===== config.mk =====
export PLATFORM = sky130hd
export DESIGN_NAME = scan_chan_router
export DESIGN_NICKNAME = d
export VERILOG_FILES = /design/src/rtl/scr_pkg.sv /design/src/rtl/scr_ctrl_pipe.sv /design/src/rtl/scr_shadow.sv /design/src/rtl/scr_in_demux.sv /design/src/rtl/scr_out_mux.sv /design/src/rtl/scan_chan_router.sv
export SDC_FILE = /design/constraint.sdc
export NUM_CORES = 1
export LEC_CHECK = 0
export BUFFER_PORTS_ARGS = -buffer_cell sky130_fd_sc_hd__buf_2
export CAP_MARGIN = 5
export CORE_MARGIN = 3
export CORE_UTILIZATION = 34
export DETAILED_ROUTE_END_ITERATION = 12
export PLACE_DENSITY = 0.57
export SLEW_MARGIN = 0
export SYNTH_ARGS = -nofsm -noshare
export SYNTH_HDL_FRONTEND = slang
export SYNTH_HIERARCHICAL = 1
export SYNTH_SLANG_ARGS = --single-unit

===== constraint.sdc =====
create_clock -name clk -period 1.1 [get_ports clk]
set_input_delay 0.11 -clock clk [delete_from_list [all_inputs] [get_ports clk]]
set_output_delay 0.11 -clock clk [all_outputs]
set_load 0.02 [all_outputs]

===== src/rtl/scr_pkg.sv =====
`timescale 1ns/1ps
package scr_pkg;

  // A code addresses core (code-1); zero and codes past the last core are idle.
  function automatic logic code_live(input int unsigned code, input int unsigned ncore);
    return (code != 0) && (code <= ncore);
  endfunction

  function automatic logic code_picks(input int unsigned code, input int unsigned core,
                                      input int unsigned ncore);
    return code_live(code, ncore) && (code == core + 1);
  endfunction

endpackage


===== src/rtl/scr_ctrl_pipe.sv =====
`timescale 1ns/1ps
module scr_ctrl_pipe #(
  parameter int CTRL = 6
) (
  input  logic            clk,
  input  logic            rst,
  input  logic            shift_en,
  input  logic            din,
  output logic [CTRL-1:0] stages,
  output logic            top
);

  // stages[0] holds the newest bit, stages[CTRL-1] the oldest
  always_ff @(posedge clk) begin
    if (rst)
      stages <= '0;
    else if (shift_en)
      stages <= {stages[CTRL-2:0], din};
  end

  assign top = stages[CTRL-1];


  stage_hold_chk: assert property (@(posedge clk) disable iff (rst)
    !shift_en |=> $stable(stages));

endmodule


===== src/rtl/scr_shadow.sv =====
`timescale 1ns/1ps
module scr_shadow #(
  parameter int N_TST = 4,
  parameter int N_IN  = 3,
  parameter int N_OUT = 3,
  localparam int CTRL = N_IN + N_OUT
) (
  input  logic                         clk,
  input  logic                         rst,
  input  logic                         eop,
  input  logic [N_TST-1:0][CTRL-1:0]   words,
  output logic [N_TST-1:0][N_IN-1:0]   dsel,
  output logic [N_TST-1:0][N_OUT-1:0]  msel
);

  always_ff @(posedge clk) begin
    if (rst) begin
      dsel <= '0;
      msel <= '0;
    end else if (eop) begin
      for (int i = 0; i < N_TST; i++) begin
        dsel[i] <= words[i][CTRL-1 -: N_IN];
        msel[i] <= words[i][N_OUT-1:0];
      end
    end
  end


  shadow_hold_chk: assert property (@(posedge clk) disable iff (rst)
    !eop |=> ($stable(dsel) && $stable(msel)));

  generate
    for (genvar g = 0; g < N_TST; g++) begin : g_cap

      capture_chk: assert property (@(posedge clk) disable iff (rst)
        eop |=> ({dsel[g], msel[g]} == $past(words[g])));
    end
  endgenerate

endmodule


===== src/rtl/scr_in_demux.sv =====
`timescale 1ns/1ps
module scr_in_demux #(
  parameter int N_TST  = 4,
  parameter int N_CORE = 6,
  parameter int N_IN   = 3
) (
  input  logic                        clk,
  input  logic                        rst,
  input  logic                        shift_en,
  input  logic [N_TST-1:0]            tops,
  input  logic [N_TST-1:0][N_IN-1:0]  dsel,
  output logic [N_CORE-1:0]           core_si
);

  logic [N_CORE-1:0] nxt;
  logic [N_CORE-1:0] hit;

  // lowest tester index wins a contested core
  always_comb begin
    nxt = '0;
    hit = '0;
    for (int c = 0; c < N_CORE; c++) begin
      for (int i = 0; i < N_TST; i++) begin
        if (!hit[c] && scr_pkg::code_picks(32'(dsel[i]), 32'(c), N_CORE)) begin
          nxt[c] = tops[i];
          hit[c] = 1'b1;
        end
      end
    end
  end

  always_ff @(posedge clk) begin
    if (rst)
      core_si <= '0;
    else if (shift_en)
      core_si <= nxt;
  end


  core_hold_chk: assert property (@(posedge clk) disable iff (rst)
    !shift_en |=> $stable(core_si));

  generate
    for (genvar c = 0; c < N_CORE; c++) begin : g_core

      idle_core_chk: assert property (@(posedge clk) disable iff (rst)
        (shift_en && !hit[c]) |=> !core_si[c]);

      first_wins_chk: assert property (@(posedge clk) disable iff (rst)
        (shift_en && scr_pkg::code_picks(32'(dsel[0]), 32'(c), N_CORE))
          |=> (core_si[c] == $past(tops[0])));
    end
  endgenerate

endmodule


===== src/rtl/scr_out_mux.sv =====
`timescale 1ns/1ps
module scr_out_mux #(
  parameter int N_TST  = 4,
  parameter int N_CORE = 6,
  parameter int N_OUT  = 3
) (
  input  logic                         clk,
  input  logic                         rst,
  input  logic [N_CORE-1:0]            core_so,
  input  logic [N_TST-1:0][N_OUT-1:0]  msel,
  output logic [N_TST-1:0]             tout
);

  logic [N_TST-1:0] pick;

  always_comb begin
    pick = '0;
    for (int i = 0; i < N_TST; i++) begin
      for (int c = 0; c < N_CORE; c++) begin
        if (scr_pkg::code_picks(32'(msel[i]), 32'(c), N_CORE))
          pick[i] = core_so[c];
      end
    end
  end

  always_ff @(posedge clk) begin
    if (rst)
      tout <= '0;
    else
      tout <= pick;
  end

  generate
    for (genvar i = 0; i < N_TST; i++) begin : g_tst

      idle_out_chk: assert property (@(posedge clk) disable iff (rst)
        !scr_pkg::code_live(32'(msel[i]), N_CORE) |=> !tout[i]);
      for (genvar c = 0; c < N_CORE; c++) begin : g_src

        observe_chk: assert property (@(posedge clk) disable iff (rst)
          scr_pkg::code_picks(32'(msel[i]), 32'(c), N_CORE)
            |=> (tout[i] == $past(core_so[c])));
      end
    end
  endgenerate

endmodule


===== src/rtl/scan_chan_router.sv =====
`timescale 1ns/1ps
module scan_chan_router #(
  parameter int N_TST  = 4,
  parameter int N_CORE = 6,
  parameter int N_IN   = 3,
  parameter int N_OUT  = 3
) (
  input  logic              clk,
  input  logic              rst,
  input  logic              shift_en,
  input  logic              eop,
  input  logic [N_TST-1:0]  tin,
  output logic [N_CORE-1:0] core_si,
  input  logic [N_CORE-1:0] core_so,
  output logic [N_TST-1:0]  tout
);

  localparam int CTRL = N_IN + N_OUT;

  logic [N_TST-1:0][CTRL-1:0]  words;
  logic [N_TST-1:0]            tops;
  logic [N_TST-1:0][N_IN-1:0]  dsel;
  logic [N_TST-1:0][N_OUT-1:0] msel;

  generate
    for (genvar i = 0; i < N_TST; i++) begin : g_chan
      scr_ctrl_pipe #(.CTRL(CTRL)) u_pipe (
        .clk      (clk),
        .rst      (rst),
        .shift_en (shift_en),
        .din      (tin[i]),
        .stages   (words[i]),
        .top      (tops[i])
      );
    end
  endgenerate

  scr_shadow #(.N_TST(N_TST), .N_IN(N_IN), .N_OUT(N_OUT)) u_shadow (
    .clk   (clk),
    .rst   (rst),
    .eop   (eop),
    .words (words),
    .dsel  (dsel),
    .msel  (msel)
  );

  scr_in_demux #(.N_TST(N_TST), .N_CORE(N_CORE), .N_IN(N_IN)) u_demux (
    .clk      (clk),
    .rst      (rst),
    .shift_en (shift_en),
    .tops     (tops),
    .dsel     (dsel),
    .core_si  (core_si)
  );

  scr_out_mux #(.N_TST(N_TST), .N_CORE(N_CORE), .N_OUT(N_OUT)) u_mux (
    .clk     (clk),
    .rst     (rst),
    .core_so (core_so),
    .msel    (msel),
    .tout    (tout)
  );

endmodule


==> results.txt <==
Area of the core - 0.007370 sq mm
Pwr dens - 1355 mW/mm^2
Post-DP Area - 0.002923 sq mm
Via Count - 2125
Most common cell after layout, fill and taps aside - nor2_1
Util after Layout - 43.89%
Clock Skews - 0.01253 ns
Type of origin of the critical path - flip-flop
Post-synth EDFFs - 0
Least-Margin Pin Slew - 0.3306 ns
Fin nets - 329
Worst-Skew Late Latency - 0.33 ns
Worst-path clk slew - 0.07 ns
Max_cap viols - 0
Critical Path RT - 1.31 ns
CP Capture Type - flip-flop
Worst-path fanout max - 6
Final min period - 1.270 ns
FMAX - 787.4 MHz
Die X - 93.79 microns
Cell chain of the critical path - buf_4 > and3b_2 > a221oi_2 > o32ai_2
PortBufs - 23
VDD IR max - 0.7904 mV
Global-route congestion overflow total - 0
Die Area - 0.008796 sq mm
Critical-path top delay cell - dfxtp_4
Synth Net Count - 285
WL per Instance - 13.49 microns
Tot Pwr - 0.004381 W
1st-pass router iterations - 5
First-pass GRT wire length - 9639 microns
Outcome - complete, but fails checks
Static Leak - 1.401 nW
Post-Layout Cell Count - 419
Initial antenna violation count - 0
Area of the mapped netlist - 0.002620 sq mm
Predominant post-synthesis flop cell - dfxtp_1
Avg Vias per Cell - 5.072
Flop and latch count out of synthesis - 58
Chip height - 93.79 microns
Ys Warns - 6
Total wire length - 5654 microns
Ratio of cells with drive above 1 in the final layout - 28.13%
Commonest non-fill, non-tap cells in the layout - nor2_1 (54), mux2i_1 (48), dfxtp_1 (48)
Final Setup Violations - 6
Placed cell count - 402
Failing checks - negative setup slack
DRC Markers - 0
Largest stage delay on the critical path - 0.36 ns
CTS max path bufs - 2
Total track usage - 13.73%
Arr. time, crit path - 1.48 ns
Buf/Inv on CP - 1
Yosys cell types - 34
Period utilization - 115.5%
Clock tree sinks - 58
Post-route cell area - 0.003234 sq mm
Final hold violation count - 0
Crit path kind - reg -> reg
DP HPWL - 3873 microns
Number of global-route vias before repair - 2011
ANT cells - 0
Relative slew slack - 77.96%
CTS buffer count - 9
Seq/Total Area, Yosys - 44.32%
Post-route setup slack - -0.1701 ns
DRT iter0 DRCs - 92
Slew Viols, Final - 0
FP Rows - 31
Total negative setup slack - -0.4679 ns
Async S/R FF share, synth - 0%
H-tree levels - 3
Hold Crit Class - in -> reg
Antenna-violating nets left - 0
Routability cong. - 0.7537
Starting Density - 35.55%
Pin count of the biggest net entering global routing - 35
Clock Tree Root - clkbuf_8
Delay-heaviest family, CP - compound AO/OA/AOI/OAI gates
CTS tree - yes
Mapped Cells - 271
RSZ-0062 raised after global routing - true
Post-synthesis average cell area - 9.668 sq um
Layout area overhead - 23.45%
I/O pins - 24
Layout filler cell count - 761
## timing repair
| action | 4_1_cts | 5_1_grt |
|---|---|---|
| gates resized for setup | 17 | 11 |
| hold endpoints to repair | 1 | 0 |
| hold buffers | 1 | 0 |
| pin swaps | 2 | 3 |
| setup buffers | 0 | 1 |
| endpoints found under the setup margin | 6 | 6 |
## worst paths after layout
check                                  startpoint                         end  slack [ns]  cells after the start
worst min-delay path                       tin[0]  g_chan[0].u_pipe/stages[0]        0.01                      3
worst min register to register  u_shadow/dsel[10]           u_shadow/dsel[10]        0.52                      2
worst max-delay path             u_shadow/dsel[8]          u_demux/core_si[4]       -0.17                      4
worst max register to register   u_shadow/dsel[8]          u_demux/core_si[4]       -0.17                      4
## Yosys cell counts (2+ instances only)
library cell	n	area share, %
nor4_1	2	0.48
a221oi_1	4	1.3
nand2b_1	4	0.95
a32o_1	3	1.1
nand2_1	9	1.3
inv_1	7	1.0
a41oi_1	2	0.67
buf_6	5	2.1
clkbuf_1	2	0.29
buf_12	2	1.5
nor2b_1	6	1.4
a21oi_1	8	1.5
o31a_1	2	0.67
dfxtp_1	58	44
mux2i_1	48	18
nor3_1	5	0.95
o21ai_0	16	3.1
nor2_1	54	7.7
buf_4	4	1.1
a311oi_1	5	1.7
o32ai_1	6	2.0
nor3b_1	3	0.86
clkbuf_2	2	0.38
o211a_1	4	1.5
## report_power, final
| group | switching (W) | internal (W) |
|---|---|---|
| clock network | 0.000820 | 0.00110 |
| logic | 0.000165 | 0.000135 |
| registers | 0.0000289 | 0.00213 |
| total | 0.00101 | 0.00337 |
## area by class of cell
class,instances,area (sq um),share of cell area (%)
Tap cell,99,123.9,3.830
Clock buffer,11,141.4,4.371
Clock inverter,5,53.80,1.663
Multi-Input combinational cell,190,1373,42.44
Timing Repair Buffer,49,337.8,10.44
Inverter,7,26.28,0.8124
Sequential cell,58,1179,36.44
## through the flow
step	setup slack [ns]	hold slack (ns)
after floorplan	-0.003921	0.1824
after global placement	-0.1334	0.3476
after detailed placement	-0.1451	0.3540
after CTS	-0.1022	0.002956
after global routing	-0.2172	0.006208
final	-0.1701	0.01389
## layer usage
metal	wire length (microns)	part of all wire [%]	up-vias	GRT usage [%]
li1	-	-	1066	-
met1	2749	49	996	18.49
met2	2571	45	56	20.52
met3	270	4.8	7	4.006
met4	63	1.1	0	5.535
met5	0	0	-	0
## sequential cells by signal (all words and copies together) (netlist names)
| register | flops |
|---|---|
| g_chan.u_pipe/stages | 24 |
| u_shadow/dsel | 12 |
| u_shadow/msel | 12 |
| u_demux/core_si | 6 |
| u_mux/tout | 4 |
## tightest hold or removal path: stages
cell     delay (ns)
buf_2          0.07
mux2i_1        0.05
nor2_1         0.07
## kinds of logic (layout without fill, tap and decap cells)
kind of cell           after synthesis  after routing  synth area share [%]
muxes                               48             48                 18.34
AOI/OAI and AO/OA                   55             55                 15.47
buffers and inverters               23             72                 6.829
DFF                                 58             58                 44.32
and+or+nand+nor                     87             87                 15.04
Note: power is estimated with default switching activity, not from simulation.
